## src/rtl/i2c_seq_pkg.sv

```systemverilog
package i2c_seq_pkg;
  localparam int CTRL_W = 16;
  localparam logic [CTRL_W-1:0] CTRL_KEEP = 16'hCF87;

  localparam int B_STT = 0;
  localparam int B_STP = 1;
  localparam int B_RPT = 2;
  localparam int B_XA  = 8;
  localparam int B_TRX = 9;
  localparam int B_MST = 10;
  localparam int B_EN  = 15;

  localparam int S_NACK = 0;
  localparam int S_ARDY = 1;
  localparam int S_RRDY = 2;
  localparam int S_XRDY = 3;
  localparam int STAT_W = 4;

  typedef enum logic [1:0] {
    CMD_START = 2'd0,
    CMD_SEND  = 2'd1,
    CMD_RECV  = 2'd2,
    CMD_STOP  = 2'd3
  } bus_cmd_e;

  typedef enum logic [2:0] {
    ST_IDLE,
    ST_ADDR,
    ST_RUN,
    ST_SEND,
    ST_RECV,
    ST_STOP
  } seq_st_e;
endpackage

```

## src/rtl/i2c_seq_buf.sv

```systemverilog
module i2c_seq_buf #(
  parameter int DEPTH = 4,
  parameter int W     = 8
) (
  input  logic         clk_i,
  input  logic         rst_ni,
  input  logic         clr_i,
  input  logic         push_i,
  input  logic [W-1:0] wdata_i,
  input  logic         pop_i,
  output logic [W-1:0] rdata_o,
  output logic         empty_o,
  output logic         full_o
);
  localparam int AW = (DEPTH > 1) ? $clog2(DEPTH) : 1;
  localparam int LW = $clog2(DEPTH + 1);
  localparam logic [AW-1:0] LAST = AW'(DEPTH - 1);

  logic [W-1:0]  mem [DEPTH];
  logic [AW-1:0] rd_q, wr_q;
  logic [LW-1:0] lvl_q;
  logic          push_ok, pop_ok;

  assign empty_o = (lvl_q == '0);
  assign full_o  = (lvl_q == LW'(DEPTH));
  assign push_ok = push_i & ~full_o;
  assign pop_ok  = pop_i & ~empty_o;
  assign rdata_o = mem[rd_q];

  function automatic logic [AW-1:0] step(input logic [AW-1:0] p);
    return (p == LAST) ? '0 : p + AW'(1);
  endfunction

  for (genvar g = 0; g < DEPTH; g++) begin : g_slot
    always_ff @(posedge clk_i or negedge rst_ni) begin
      if (!rst_ni) mem[g] <= '0;
      else if (push_ok && !clr_i && wr_q == AW'(g)) mem[g] <= wdata_i;
    end
  end

  always_ff @(posedge clk_i or negedge rst_ni) begin
    if (!rst_ni) begin
      rd_q  <= '0;
      wr_q  <= '0;
      lvl_q <= '0;
    end else if (clr_i) begin
      rd_q  <= '0;
      wr_q  <= '0;
      lvl_q <= '0;
    end else begin
      if (push_ok) wr_q <= step(wr_q);
      if (pop_ok)  rd_q <= step(rd_q);
      lvl_q <= lvl_q + LW'(push_ok) - LW'(pop_ok);
    end
  end
endmodule

```

## src/rtl/i2c_seq_core.sv

```systemverilog
module i2c_seq_core
  import i2c_seq_pkg::*;
#(
  parameter int CNT_W            = 16,
  parameter bit RESET_ON_DISABLE = 1'b1
) (
  input  logic              clk_i,
  input  logic              rst_ni,
  input  logic              ctrl_we_i,
  input  logic [CTRL_W-1:0] ctrl_wdata_i,
  input  logic              cnt_we_i,
  input  logic [CNT_W-1:0]  cnt_wdata_i,
  input  logic [6:0]        sa_i,
  input  logic [STAT_W-1:0] stat_clr_i,
  input  logic              done_i,
  input  logic              ack_i,
  input  logic              bus_busy_i,
  input  logic              buf_empty_i,
  input  logic              buf_full_i,
  output logic [CTRL_W-1:0] ctrl_o,
  output logic [CNT_W-1:0]  cnt_cur_o,
  output logic              nack_o,
  output logic              ardy_o,
  output logic              xrdy_o,
  output logic              dir_rx_o,
  output logic              buf_clr_o,
  output logic              buf_pop_o,
  output logic              buf_push_o,
  output logic              cmd_valid_o,
  output bus_cmd_e          cmd_o,
  output logic [6:0]        cmd_addr_o
);
  seq_st_e           st_q, st_d;
  logic [CTRL_W-1:0] ctrl_q, ctrl_d;
  logic [CNT_W-1:0]  prog_q, prog_d, cur_q, cur_d;
  logic              nack_q, nack_d, ardy_q, ardy_d, xrdy_q, xrdy_d;
  logic              rx_q, rx_d;
  logic [6:0]        addr_q, addr_d;
  logic              start_req, kill, rpt, cnt_zero;

  assign rpt      = ctrl_q[B_RPT];
  assign cnt_zero = (cur_q == '0);
  assign kill     = RESET_ON_DISABLE && ctrl_we_i && !ctrl_wdata_i[B_EN];
  assign start_req = ctrl_we_i && ctrl_wdata_i[B_EN] && ctrl_wdata_i[B_MST]
                   && ctrl_wdata_i[B_STT] && !ctrl_wdata_i[B_XA] && !bus_busy_i;

  always_comb begin
    st_d       = st_q;
    ctrl_d     = ctrl_we_i ? (ctrl_wdata_i & CTRL_KEEP) : ctrl_q;
    prog_d     = cnt_we_i ? cnt_wdata_i : prog_q;
    cur_d      = cur_q;
    nack_d     = nack_q & ~stat_clr_i[S_NACK];
    ardy_d     = ardy_q & ~stat_clr_i[S_ARDY];
    xrdy_d     = xrdy_q;
    rx_d       = rx_q;
    addr_d     = addr_q;
    buf_clr_o  = 1'b0;
    buf_pop_o  = 1'b0;
    buf_push_o = 1'b0;

    unique case (st_q)
      ST_IDLE: begin
        if (start_req) begin
          st_d          = ST_ADDR;
          ctrl_d[B_STT] = 1'b0;
          rx_d          = ~ctrl_wdata_i[B_TRX];
          addr_d        = sa_i;
          xrdy_d        = 1'b0;
          buf_clr_o     = 1'b1;
        end
      end
      ST_ADDR: begin
        if (done_i) begin
          if (!ack_i) begin
            nack_d        = 1'b1;
            ctrl_d[B_STP] = 1'b0;
            st_d          = ST_IDLE;
          end else begin
            cur_d = prog_q;
            st_d  = ST_RUN;
          end
        end
      end
      ST_RUN: begin
        if (rpt) begin
          if (ctrl_q[B_STP])              st_d = ST_STOP;
          else if (!rx_q && !buf_empty_i) st_d = ST_SEND;
          else if (rx_q && !buf_full_i)   st_d = ST_RECV;
        end else if (cnt_zero) begin
          if (ctrl_q[B_STP]) begin
            st_d = ST_STOP;
          end else begin
            ardy_d        = 1'b1;
            ctrl_d[B_MST] = 1'b0;
            xrdy_d        = 1'b0;
            st_d          = ST_IDLE;
          end
        end else if (!rx_q && !buf_empty_i) begin
          st_d = ST_SEND;
        end else if (rx_q && !buf_full_i) begin
          st_d = ST_RECV;
        end
      end
      ST_SEND: begin
        if (done_i) begin
          buf_pop_o = 1'b1;
          if (!rpt) cur_d = cur_q - CNT_W'(1);
          if (ack_i) begin
            xrdy_d = rpt || (cur_q != CNT_W'(1));
            st_d   = ST_RUN;
          end else begin
            nack_d        = 1'b1;
            ctrl_d[B_STP] = 1'b0;
            xrdy_d        = 1'b0;
            st_d          = ST_IDLE;
          end
        end
      end
      ST_RECV: begin
        if (done_i) begin
          buf_push_o = 1'b1;
          if (!rpt) cur_d = cur_q - CNT_W'(1);
          st_d = ST_RUN;
        end
      end
      ST_STOP: begin
        if (done_i) begin
          ctrl_d[B_STP] = 1'b0;
          cur_d         = prog_q;
          xrdy_d        = 1'b0;
          st_d          = ST_IDLE;
        end
      end
      default: st_d = ST_IDLE;
    endcase

    if (kill) begin
      st_d       = ST_IDLE;
      ctrl_d     = '0;
      prog_d     = '0;
      cur_d      = '0;
      nack_d     = 1'b0;
      ardy_d     = 1'b0;
      xrdy_d     = 1'b0;
      rx_d       = 1'b0;
      buf_clr_o  = 1'b1;
      buf_pop_o  = 1'b0;
      buf_push_o = 1'b0;
    end
  end

  always_ff @(posedge clk_i or negedge rst_ni) begin
    if (!rst_ni) begin
      st_q   <= ST_IDLE;
      ctrl_q <= '0;
      prog_q <= '0;
      cur_q  <= '0;
      nack_q <= 1'b0;
      ardy_q <= 1'b0;
      xrdy_q <= 1'b0;
      rx_q   <= 1'b0;
      addr_q <= '0;
    end else begin
      st_q   <= st_d;
      ctrl_q <= ctrl_d;
      prog_q <= prog_d;
      cur_q  <= cur_d;
      nack_q <= nack_d;
      ardy_q <= ardy_d;
      xrdy_q <= xrdy_d;
      rx_q   <= rx_d;
      addr_q <= addr_d;
    end
  end

  always_comb begin
    cmd_valid_o = 1'b1;
    unique case (st_q)
      ST_ADDR: cmd_o = CMD_START;
      ST_SEND: cmd_o = CMD_SEND;
      ST_RECV: cmd_o = CMD_RECV;
      ST_STOP: cmd_o = CMD_STOP;
      default: begin
        cmd_o       = CMD_START;
        cmd_valid_o = 1'b0;
      end
    endcase
  end

  assign ctrl_o     = ctrl_q;
  assign cnt_cur_o  = cur_q;
  assign nack_o     = nack_q;
  assign ardy_o     = ardy_q;
  assign xrdy_o     = xrdy_q;
  assign dir_rx_o   = rx_q;
  assign cmd_addr_o = addr_q;
endmodule

```

## src/rtl/i2c_xfer_seq.sv

```systemverilog
module i2c_xfer_seq
  import i2c_seq_pkg::*;
#(
  parameter int CNT_W            = 16,
  parameter int BUF_DEPTH        = 4,
  parameter bit RESET_ON_DISABLE = 1'b1
) (
  input  logic              clk_i,
  input  logic              rst_ni,
  input  logic              ctrl_we_i,
  input  logic [15:0]       ctrl_wdata_i,
  output logic [15:0]       ctrl_o,
  input  logic              cnt_we_i,
  input  logic [CNT_W-1:0]  cnt_wdata_i,
  output logic [CNT_W-1:0]  cnt_cur_o,
  input  logic [6:0]        sa_i,
  input  logic [3:0]        stat_clr_i,
  output logic [3:0]        stat_o,
  input  logic              tx_push_i,
  input  logic [7:0]        tx_byte_i,
  input  logic              rx_pop_i,
  output logic [7:0]        rx_byte_o,
  output logic              cmd_valid_o,
  output logic [1:0]        cmd_o,
  output logic [6:0]        cmd_addr_o,
  output logic              cmd_rd_o,
  output logic [7:0]        cmd_data_o,
  input  logic              done_i,
  input  logic              ack_i,
  input  logic [7:0]        rdata_i,
  input  logic              bus_busy_i
);
  logic     buf_clr, core_pop, core_push, buf_push, buf_pop;
  logic     buf_empty, buf_full, dir_rx;
  logic     nack, ardy, xrdy;
  logic [7:0] buf_head, buf_wdata;
  bus_cmd_e cmd;

  i2c_seq_core #(
    .CNT_W            (CNT_W),
    .RESET_ON_DISABLE (RESET_ON_DISABLE)
  ) u_core (
    .clk_i        (clk_i),
    .rst_ni       (rst_ni),
    .ctrl_we_i    (ctrl_we_i),
    .ctrl_wdata_i (ctrl_wdata_i),
    .cnt_we_i     (cnt_we_i),
    .cnt_wdata_i  (cnt_wdata_i),
    .sa_i         (sa_i),
    .stat_clr_i   (stat_clr_i),
    .done_i       (done_i),
    .ack_i        (ack_i),
    .bus_busy_i   (bus_busy_i),
    .buf_empty_i  (buf_empty),
    .buf_full_i   (buf_full),
    .ctrl_o       (ctrl_o),
    .cnt_cur_o    (cnt_cur_o),
    .nack_o       (nack),
    .ardy_o       (ardy),
    .xrdy_o       (xrdy),
    .dir_rx_o     (dir_rx),
    .buf_clr_o    (buf_clr),
    .buf_pop_o    (core_pop),
    .buf_push_o   (core_push),
    .cmd_valid_o  (cmd_valid_o),
    .cmd_o        (cmd),
    .cmd_addr_o   (cmd_addr_o)
  );

  // software feeds the buffer in transmit, drains it in receive
  assign buf_push  = core_push | (tx_push_i & ~dir_rx);
  assign buf_pop   = core_pop | (rx_pop_i & dir_rx);
  assign buf_wdata = core_push ? rdata_i : tx_byte_i;

  i2c_seq_buf #(
    .DEPTH (BUF_DEPTH),
    .W     (8)
  ) u_buf (
    .clk_i   (clk_i),
    .rst_ni  (rst_ni),
    .clr_i   (buf_clr),
    .push_i  (buf_push),
    .wdata_i (buf_wdata),
    .pop_i   (buf_pop),
    .rdata_o (buf_head),
    .empty_o (buf_empty),
    .full_o  (buf_full)
  );

  assign cmd_o      = cmd;
  assign cmd_rd_o   = dir_rx;
  assign cmd_data_o = buf_head;
  assign rx_byte_o  = buf_head;

  always_comb begin
    stat_o         = '0;
    stat_o[S_NACK] = nack;
    stat_o[S_ARDY] = ardy;
    stat_o[S_RRDY] = dir_rx & ~buf_empty;
    stat_o[S_XRDY] = xrdy;
  end
endmodule

```

## config.mk

```make
export PLATFORM = sky130hd
export DESIGN_NAME = i2c_xfer_seq
export DESIGN_NICKNAME = d
export VERILOG_FILES = /design/src/rtl/i2c_seq_pkg.sv /design/src/rtl/i2c_seq_buf.sv /design/src/rtl/i2c_seq_core.sv /design/src/rtl/i2c_xfer_seq.sv
export SDC_FILE = /design/constraint.sdc
export NUM_CORES = 1
export LEC_CHECK = 0
export ABC_AREA = 1
export BUFFER_PORTS_ARGS = -buffer_cell sky130_fd_sc_hd__buf_4
export CORE_ASPECT_RATIO = 0.8
export CORE_UTILIZATION = 41
export CTS_CLUSTER_SIZE = 16
export DETAILED_ROUTE_END_ITERATION = 7
export PLACE_DENSITY = 0.63
export SLEW_MARGIN = 15
export SYNTH_ARGS = -nofsm -noshare
export SYNTH_HDL_FRONTEND = slang
export SYNTH_SLANG_ARGS = --single-unit
```

## constraint.sdc

```tcl
create_clock -name clk_i -period 2.64 [get_ports clk_i]
set_input_delay 0.132 -clock clk_i [delete_from_list [all_inputs] [get_ports clk_i]]
set_output_delay 0.132 -clock clk_i [all_outputs]
set_load 0.03 [all_outputs]
```

* Yosys cells after proc, flatten, opt, wreduce, memory -nomap -nowiden *
Cells that the tools add are included.

storage, ports and cells
  flip-flop bits (word level) = 101
  input port bits = 68
  output and inout port bits = 63
  word-level logic and storage cells = 179

operators by class
  add/sub/neg operators = 5
  magnitude comparators = 1
  equality and inequality tests = 23
  multiplexer cells = 76
  bitwise gates (word level) = 16
  reductions and logical operators = 41

operators by type and width
  cell                                                    number
  2-to-1 mux 16 bit                                       10
  case mux 16 bit (3 select lines)                        1
  2-to-1 mux 1 bit                                        38
  2-to-1 mux 3 bit                                        12
  2-to-1 mux 8 bit                                        3
  binary-select mux 8 bit (select 2 bit)                  1
  logical NOT 16 bit                                      1
  inequality test 16 x 1 -> 1 bit, second input constant  1
  subtractor 16 x 1 -> 16 bit, second input constant      1
  inequality test 3 x 2 -> 1 bit, second input constant   5
  case mux 3 bit (5 select lines)                         1
  2-to-1 mux 2 bit                                        7
  logical AND 1 bit                                       13
  inequality test 3 x 1 -> 1 bit, second input constant   4
  nonzero test 2 bit                                      6
  == test 3 bit, second input constant                    3
  inequality test 3 bit, second input constant            3
  AND 1 bit                                               7
  logical NOT 1 bit                                       7
  AND reduction 7 bit                                     1
  == test 2 bit, second input constant                    3
  == test 3 x 2 -> 1 bit, second input constant           2
  logical NOT 3 bit                                       2
  NOT 1 bit                                               6
  other kinds (20)                                        24

* Depth between registers and ports, before layout *
Gate-level depths: netlist of run 1.

  word-level depth = 11
  gate-level depth with buffers = 15
  gate-level depth less buffers = 15

* Modules after synthesis *
A second synthesis of run 1 with hierarchy kept.

second synthesis, totals
  cells, all modules = 719
  area total of the unflattened synthesis = 5440.2 sq um

by module, submodules not included
  module        instances  cells an instance  area an instance (sq um)  seq. area each (sq um)
  i2c_seq_core  1          431                3190.6                    1401.3
  i2c_seq_buf   1          244                2035.7                    975.9
  i2c_xfer_seq  1          44                 214.0                     0.0

* Least setup slack after synthesis of run 1 *
Ideal clock, no wire load.

  path type = register to register
  start = reg u_core.st_q[0]
  end = reg u_buf.lvl_q[2]
  library setup time = 0.073 ns
  arrival time = 2.151 ns
  required time = 2.567 ns
  slack = 0.416 ns
  stages on the path, launching flop included = 16
  buffers on the path = 0
  period minus slack after synthesis = 2.224 ns
  cell sequence = dfrtp_1 > inv_2 > nor2_1 > nand2_1 > inv_1 > nand2_1 > nand2_1 > nand2_1 > inv_1 > ha_1 > inv_1 > ha_1 > inv_1 > fa_1 > xor2_1 > nor2_1

between the ends
  word-level cells in the longest chain between the ends = 8
  elaborated cells on any way between the ends = 16
  those cells by class = 2 x add/sub; 2 x eq/ne; 7 x mux; 4 x bitwise; 1 x reduce/logical

RTL lines
  element                    RTL line             RTL
  start, declared            i2c_seq_core.sv:33   seq_st_e st_q, st_d;
  start signal, assigned     i2c_seq_core.sv:164  st_q <= st_d;
  == test 3 bit              i2c_seq_core.sv:61   unique case (st_q)
  2-to-1 mux 1 bit           i2c_seq_core.sv:61
  2-to-1 mux 1 bit           i2c_seq_core.sv:137  if (kill) begin
  bitwise OR 1 bit           i2c_xfer_seq.sv:71   assign buf_push = core_push | (tx_push_i & ~dir_rx);
  AND 1 bit                  i2c_seq_buf.sv:26    assign push_ok = push_i & ~full_o;
  adder 3 x 1 -> 3 bit       i2c_seq_buf.sv:53    lvl_q <= lvl_q + LW'(push_ok) - LW'(pop_ok);
  subtractor 3 x 1 -> 3 bit  i2c_seq_buf.sv:53
  2-to-1 mux 3 bit (*)       i2c_seq_buf.sv:46    end else if (clr_i) begin
  end signal, assigned       i2c_seq_buf.sv:53
  end, declared              i2c_seq_buf.sv:21    logic [LW-1:0] lvl_q;

Mark *: on every way between the ends. The rest lies on a longest branch, timed or not.
A chain may end at the register's enable or synchronous reset.

* Worst setup path in the final report of run 1 *
  start = in ctrl_we_i
  end = reg u_buf.lvl_q[2]

between the ends
  word-level cells in the longest chain between the ends = 9
  elaborated cells on any way between the ends = 18
  those cells by class = 2 x add/sub; 6 x mux; 4 x bitwise; 6 x reduce/logical

RTL lines
  element                                                                       RTL line            RTL
  start, declared                                                               i2c_xfer_seq.sv:10  input logic ctrl_we_i,
  parallel branches: the longest is 8 deep, another holds adder 3 x 1 -> 3 bit  --
  2-to-1 mux 3 bit (*)                                                          i2c_seq_buf.sv:46

Mark *: on every way between the ends.

==> results.cfg, run 1 <==
[synthesis]
leading_area_contributor_after_synthesis = sky130_fd_sc_hd__dfrtp_1
synth_common_cells = sky130_fd_sc_hd__nand2_1, sky130_fd_sc_hd__dfrtp_1, sky130_fd_sc_hd__nor2_1
netlist.area_leader.share_pct = 44.9
synthMostInstantiatedCell = sky130_fd_sc_hd__nand2_1
yosys_warnings = 0
synth.ff_latch_count = 95
most_used_flip_flop_cell_after_synthesis = sky130_fd_sc_hd__dfrtp_1
synthesis.instances = 699
syn_avg_cell_area_um2 = 7.57
netlist-cell-type-count = 40
async_reset_ff_share_pct = 100
netlist_top_cells_area = sky130_fd_sc_hd__dfrtp_1, sky130_fd_sc_hd__nand2_1, sky130_fd_sc_hd__o21ai_0
number_of_enable_type_register_cells_in_the_synthesized_netlist = 0
syn_area_um2 = 5290
synth_seq_area_share_pct = 44.9

[setup_path]
setup.worst_path.class = input port to flip-flop
worstPathCellList = dlygate4sd3_1, buf_4, inv_2, nor2_4, nor2_4, buf_4, nand2_4, a21oi_4, ha_1, inv_1, fa_1, xor2_1, nor2_1
cp.required_ps = 2920
top_cell_family_by_delay_on_the_critical_path = buffers and inverters
cp.buffers_inverters = 5
endpoint_kind = flip-flop
crit_path_top_delay_cell = sky130_fd_sc_hd__dlygate4sd3_1
r2r_slack_ps = 310
crit_fanout = 9
cpPeakStageDelay_ps = 540
worst-endpoint-arrival_ps = 2660
start_kind = input port

[clock_tree]
tritoncts_num_sinks = 95
tritoncts = built
postCtsSetupBuffers = 0
clock_latency_ps = 350
cts_made_buffers = 9
cts-root-buf = sky130_fd_sc_hd__clkbuf_16
clk_path_buf_depth = 2
cts.htree.levels = 3
path_clk_slew_ps = 70

[routing]
drt-wirelength-per-cell_um = 14.3
route.detailed.vias_per_inst = 4.98
vias = 4939
wirelength_mm = 14.2
drc = 0
detail_route.iter0.violations = 269
ant_nets = 0
drt_first_pass_iters = 7

[timing]
period_share_pct = 90.1
worst-slew-pin-transition_ps = 522
setup_viol = 0
unrepaired_setup_endpoints_after_global_routing = no
final_hold_viol_count = 0
final_period_minus_worst_setup_slack_ps = 2380
total_count_of_max_transition_violations_in_the_final_report = 0
final.setup.tns_ps = 0
timing.slew.headroom_pct = 65.1
fin_hold_ws_ps = 10.8
fmax_mhz = 420
clock-skew-final_ps = 8.36

[power_and_ir_drop]
cellLeakagePower_nw = 3.51
design_power_total_w = 0.00718
power.density_nw_per_um2 = 1080
peakVddDrop_mv = 0.595

[grt]
number_of_antenna_violations_at_the_first_check_in_global_routing = 0
wire_length_of_the_first_global_routing_pass_mm = 23.3
grt_start_max_net_pins = 59
first_global_vias = 4855
grt_usage_pct = 22.3
remaining_overflow_grt = 0

[floorplanning]
pin_count = 131
num_rows = 36
fp.dieH_um = 104
design.die.area_um2 = 13400
die_width_um = 129
floorplan.core_area_um2 = 12400
initial_core_utilization_pct = 42.7

[job]
maxCapViolations = 0

[finish]
post-route-util_pct = 53.6
drive_gt1_share_pct = 20.1
sequential_area_um2 = 2380
final_nets = 895
flow.area_growth_from_synthesis_pct = 25.5
total_area_of_multi_input_combinational_cells_um2 = 2460
finish.cell_count_without_fillers = 991
fillers = 1217
diodes = 0

[placed_design]
place_congestion = 0.870
detailedPlacementHpwl_mm = 10.2
portBuffers = 116
place_inst = 965

[outcome]
result_of_the_run = finished clean

[worst_hold_path]
timing.hold.worst.class = input port to flip-flop
-- report_power, final --
part           total (W)  internal (W)  switching [W]
clock network    0.00130      0.000756       0.000544
registers        0.00227       0.00191       0.000357
logic            0.00361       0.00120        0.00241
total            0.00718       0.00387        0.00331
-- cell type report --
type	instances	area share (%)
clock buffers	12	3.71
clock inverters	3	0.660
inverters	66	3.73
multi-input cells	510	37.1
flip-flops and latches	95	35.8
well taps	171	3.22
repair buffers	134	15.8
-- timing repair --
action                                 in CTS  in global routing
setup endpoints to repair                   0                  1
hold buffers                               11                  0
resized for setup                           0                  2
endpoints found under the hold margin      47                  0
-- logic make-up (layout without fill, tap and decap cells) --
kind of cell / Yosys count / count (layout) / synth area share (%)
and+or+nand+nor: 355 / 355 / 28.6
AOI/OAI and AO/OA: 134 / 134 / 14.0
buffers and inverters: 99 / 215 / 8.94
DFF: 95 / 95 / 44.9
adders and majority gates: 11 / 11 / 2.74
xor gates and xnor gates: 4 / 4 / 0.663
other: 1 / 6 / 0.0709
-- registers in the layout (all words and copies together) (netlist names) --
signal	flops
u_core.nack_o	1
u_core.prog_q	16
u_buf.wr_q	2
u_core.ardy_o	1
u_core.ctrl_o	10
u_core.dir_rx_o	1
u_core.st_q	3
u_core.xrdy_o	1
u_core.cmd_addr_o	7
u_buf.mem	32
u_core.cnt_cur_o	16
u_buf.lvl_q	3
u_buf.rd_q	2
-- per-stage QoR --
step | area (um^2) | worst slack (ps)
after floorplan | 5310 | 416
after global placement | 6230 | 272
after detailed placement | 6230 | 198
after CTS | 6630 | 174
after global routing | 6640 | 79.6
final | 6640 | 260
-- final timing paths --
check / startpoint / end / cells past startpoint
max in group asynchronous: rst_ni / u_buf.mem[23] / 3
worst min-delay path: cnt_wdata_i[0] / u_core.prog_q[0] / 3
worst max-delay path: ctrl_we_i / u_buf.lvl_q[2] / 13
worst max register to register: u_core.st_q[0] / u_buf.lvl_q[2] / 15
min in group asynchronous: rst_ni / u_core.ardy_o / 2
worst min register to register: u_core.ctrl_o[15] / u_core.ctrl_o[15] / 2
-- tightest hold or removal path: stages --
cell	delay [ps]
sky130_fd_sc_hd__buf_4	110
sky130_fd_sc_hd__inv_1	40
sky130_fd_sc_hd__a21oi_1	50
-- cell usage in the layout (no fill, tap or decap), types with 2 or more instances in the layout --
master / instances
sky130_fd_sc_hd__a21oi_1: 20
sky130_fd_sc_hd__a22o_1: 5
sky130_fd_sc_hd__a31oi_1: 3
sky130_fd_sc_hd__buf_4: 122
sky130_fd_sc_hd__clkbuf_1: 2
sky130_fd_sc_hd__clkbuf_16: 9
sky130_fd_sc_hd__conb_1: 6
sky130_fd_sc_hd__dfrtp_1: 94
sky130_fd_sc_hd__dlygate4sd3_1: 11
sky130_fd_sc_hd__ha_1: 10
sky130_fd_sc_hd__inv_1: 61
sky130_fd_sc_hd__inv_2: 5
sky130_fd_sc_hd__nand2_1: 219
sky130_fd_sc_hd__nand2_2: 2
sky130_fd_sc_hd__nand3_1: 36
sky130_fd_sc_hd__nand4_1: 4
sky130_fd_sc_hd__nand4_2: 2
sky130_fd_sc_hd__nor2_1: 72
sky130_fd_sc_hd__nor2_2: 3
sky130_fd_sc_hd__nor2_4: 7
sky130_fd_sc_hd__nor3_1: 3
sky130_fd_sc_hd__o21ai_0: 60
sky130_fd_sc_hd__o21ai_1: 27
sky130_fd_sc_hd__o21ai_2: 3
sky130_fd_sc_hd__o22ai_1: 10
sky130_fd_sc_hd__or2_2: 2
sky130_fd_sc_hd__xnor2_1: 2
sky130_fd_sc_hd__xor2_1: 2
-- per-layer routing --
| metal | vias to the layer above | global-route usage [%] | routed length [um] |
|---|---|---|---|
| li1 | 2468 | - | - |
| met1 | 2275 | 30.7 | 6780 |
| met2 | 173 | 34.1 | 6240 |
| met3 | 23 | 4.80 | 825 |
| met4 | 0 | 8.66 | 339 |
| met5 | - | 0 | 0 |
Power figures use the tool's default switching activity.
==> run 2, diff against run 1 <==
--- a/config.mk
+++ b/config.mk
@@ -8,10 +8,11 @@
 export ABC_AREA = 1
 export BUFFER_PORTS_ARGS = -buffer_cell sky130_fd_sc_hd__buf_4
 export CORE_ASPECT_RATIO = 0.8
-export CORE_UTILIZATION = 41
+export CORE_UTILIZATION = 50
+export CTS_CLUSTER_DIAMETER = 150
 export CTS_CLUSTER_SIZE = 16
 export DETAILED_ROUTE_END_ITERATION = 7
-export PLACE_DENSITY = 0.63
+export PLACE_DENSITY = 0.75
 export SLEW_MARGIN = 15
 export SYNTH_ARGS = -nofsm -noshare
 export SYNTH_HDL_FRONTEND = slang
==> run 2 against run 1 <==
Compared with the run above:
- register-to-register slack barely moved
- critical path depth rose by 1
- clock skew is 3.9 ps lower
- fmax up 2.0%
- core utilization up 11 points
- sequential share of layout area up 0.12 points
- global-route usage rose by 4.4 points
- sequential cell count did not move
- sequential power about the same
- setup slack better by 46 ps
- critical path type is now flip-flop to flip-flop
==> results.cfg, run 2 (synthesized netlist as in run 1, its figures left out) <==
[power_and_ir_drop]
power.density_nw_per_um2 = 1110
pwr-share-comb_pct = 49.2
share_seq_of_total_power_pct = 30.8
cellLeakagePower_nw = 3.52
clock_power_share_pct = 20.0
cellInternalPower_w = 0.00406
p_sw_share_pct = 44.8
peakVddDrop_mv = 0.477
design_power_total_w = 0.00735
p_switching_w = 0.00329

[setup_path]
worst-endpoint-arrival_ps = 2560
crit_start = u_core.st_q[2]
endpoint_kind = flip-flop
setup.worst_path.class = flip-flop to flip-flop
crit_fanout = 5
cp.required_ps = 2870
timing.rr.start = u_core.st_q[2]
start_kind = flip-flop
worst-r2r-cell-count = 14

[grt]
wire_length_of_the_first_global_routing_pass_mm = 22.6
remaining_overflow_grt = 0
first_global_vias = 4959
number_of_antenna_violations_at_the_first_check_in_global_routing = 0
grt_start_max_net_pins = 52
grt_usage_pct = 26.7

[routing]
drt_first_pass_iters = 5
vias = 5006
drc = 0
wirelength_mm = 13.6
ant_nets = 0
drt-wirelength-per-cell_um = 14.2
route.detailed.vias_per_inst = 5.24
detail_route.iter0.violations = 326

[worst_hold_path]
min_path_cells = 3
timing.hold.worst.class = input port to flip-flop
hp-start = sa_i[3]

[floorplanning]
initial_core_utilization_pct = 51.4
fp.dieH_um = 94.0
floorplan.core_area_um2 = 10300
pin_count = 131
design.die.area_um2 = 11000
die_width_um = 117
num_rows = 33

[finish]
fillers = 887
final_nets = 892
diodes = 0
number_of_flip_flops_under_the_largest_register_name = 32
post-route-util_pct = 64.3
drive_gt1_share_pct = 20.2
most-common-layout-cells = sky130_fd_sc_hd__nand2_1, sky130_fd_sc_hd__buf_4, sky130_fd_sc_hd__dfrtp_1
regMostFlops = u_buf.mem
flow.area_growth_from_synthesis_pct = 25.0
final_common_cell = sky130_fd_sc_hd__nand2_1

[placed_design]
detailedPlacementHpwl_mm = 9.77
portBuffers = 116
place_congestion = 0.886

[timing]
period_share_pct = 88.4
clock-skew-final_ps = 4.45
final_period_minus_worst_setup_slack_ps = 2330
total_count_of_max_transition_violations_in_the_final_report = 0
timing.slew.headroom_pct = 58.5
final.setup.tns_ps = 0
unrepaired_setup_endpoints_after_global_routing = no
final_hold_viol_count = 0
fmax_mhz = 429
setup_viol = 0
worst-slew-pin-transition_ps = 622
fin_hold_ws_ps = 4.33

[clock_tree]
tritoncts_num_sinks = 95
tritoncts = built
clk_path_buf_depth = 2
path_clk_slew_ps = 60
cts.htree.levels = 3
clock_latency_ps = 340
cts_made_buffers = 9
cts-root-buf = sky130_fd_sc_hd__clkbuf_16

[outcome]
result_of_the_run = finished clean

[job]
maxCapViolations = 0
-- run 2: stage by stage --
| step | cells | worst slack, ps | instance area (um^2) |
|---|---|---|---|
| 4_1_cts | 956 | 256 | 6610 |
| 5_1_grt | 956 | 50.7 | 6610 |
| 3_3_place_gp | 934 | 331 | 6190 |
| 6_report | 956 | 306 | 6610 |
| 2_1_floorplan | 704 | 416 | 5310 |
| 3_5_place_dp | 934 | 283 | 6190 |
-- run 2: power by group through the flow --
stage | Clock, W | Sequential, W | Combinational, W
3_3_place_gp | 0 | 0.00225 | 0.00351
2_1_floorplan | 0 | 0.00251 | 0.00229
6_report | 0.00147 | 0.00227 | 0.00361
5_1_grt | 0.00155 | 0.00232 | 0.00404
4_1_cts | 0.00149 | 0.00226 | 0.00362
3_5_place_dp | 0 | 0.00228 | 0.00358
-- run 2: timing repair --
action / 4_1_cts / 5_1_grt
buffers inserted: 0 / 0
resized for setup: 0 / 1
hold buffers: 8 / 0
hold endpoints to repair: 51 / 0
endpoints found under the setup margin: 0 / 1
-- run 2: worst paths after layout --
kind,slack [ps],endpoint
max,310,u_buf.lvl_q[2]
min,4,u_core.cmd_addr_o[3]
max reg2reg,310,u_buf.lvl_q[2]
min reg2reg,480,u_core.cmd_addr_o[0]
max in group asynchronous,1610,u_buf.mem[24]
min in group asynchronous,340,u_buf.mem[7]
-- run 2: final cells by class --
class | instances | area [um^2] | share of cell area, %
Sequential cell | 95 | 2380 | 36.0
Multi-Input combinational cell | 510 | 2460 | 37.2
Inverter | 66 | 248 | 3.75
Clock inverter | 4 | 95.1 | 1.44
Timing Repair Buffer | 131 | 1020 | 15.4
Clock buffer | 10 | 239 | 3.62
Tap cell | 140 | 175 | 2.65
-- run 2: layer usage --
| metal | GRT usage [%] | vias to the layer above | routed length, um |
|---|---|---|---|
| met1 | 32.6 | 2367 | 5920 |
| met2 | 45.5 | 167 | 6620 |
| met4 | 9.39 | 0 | 167 |
| met3 | 6.97 | 15 | 907 |
| li1 | - | 2457 | - |
| met5 | 0 | - | 0 |
-- run 2: worst max-delay path, stage by stage (launching register included) --
cell	delay, ps
sky130_fd_sc_hd__dfrtp_1	430
sky130_fd_sc_hd__nor2_2	160
sky130_fd_sc_hd__nand2_1	130
sky130_fd_sc_hd__inv_1	110
sky130_fd_sc_hd__nand2_1	60
sky130_fd_sc_hd__nand2_1	50
sky130_fd_sc_hd__nand2_1	60
sky130_fd_sc_hd__inv_1	90
sky130_fd_sc_hd__ha_1	230
sky130_fd_sc_hd__inv_1	60
sky130_fd_sc_hd__ha_1	140
sky130_fd_sc_hd__inv_1	60
sky130_fd_sc_hd__fa_1	400
sky130_fd_sc_hd__xor2_1	170
sky130_fd_sc_hd__nor2_1	60
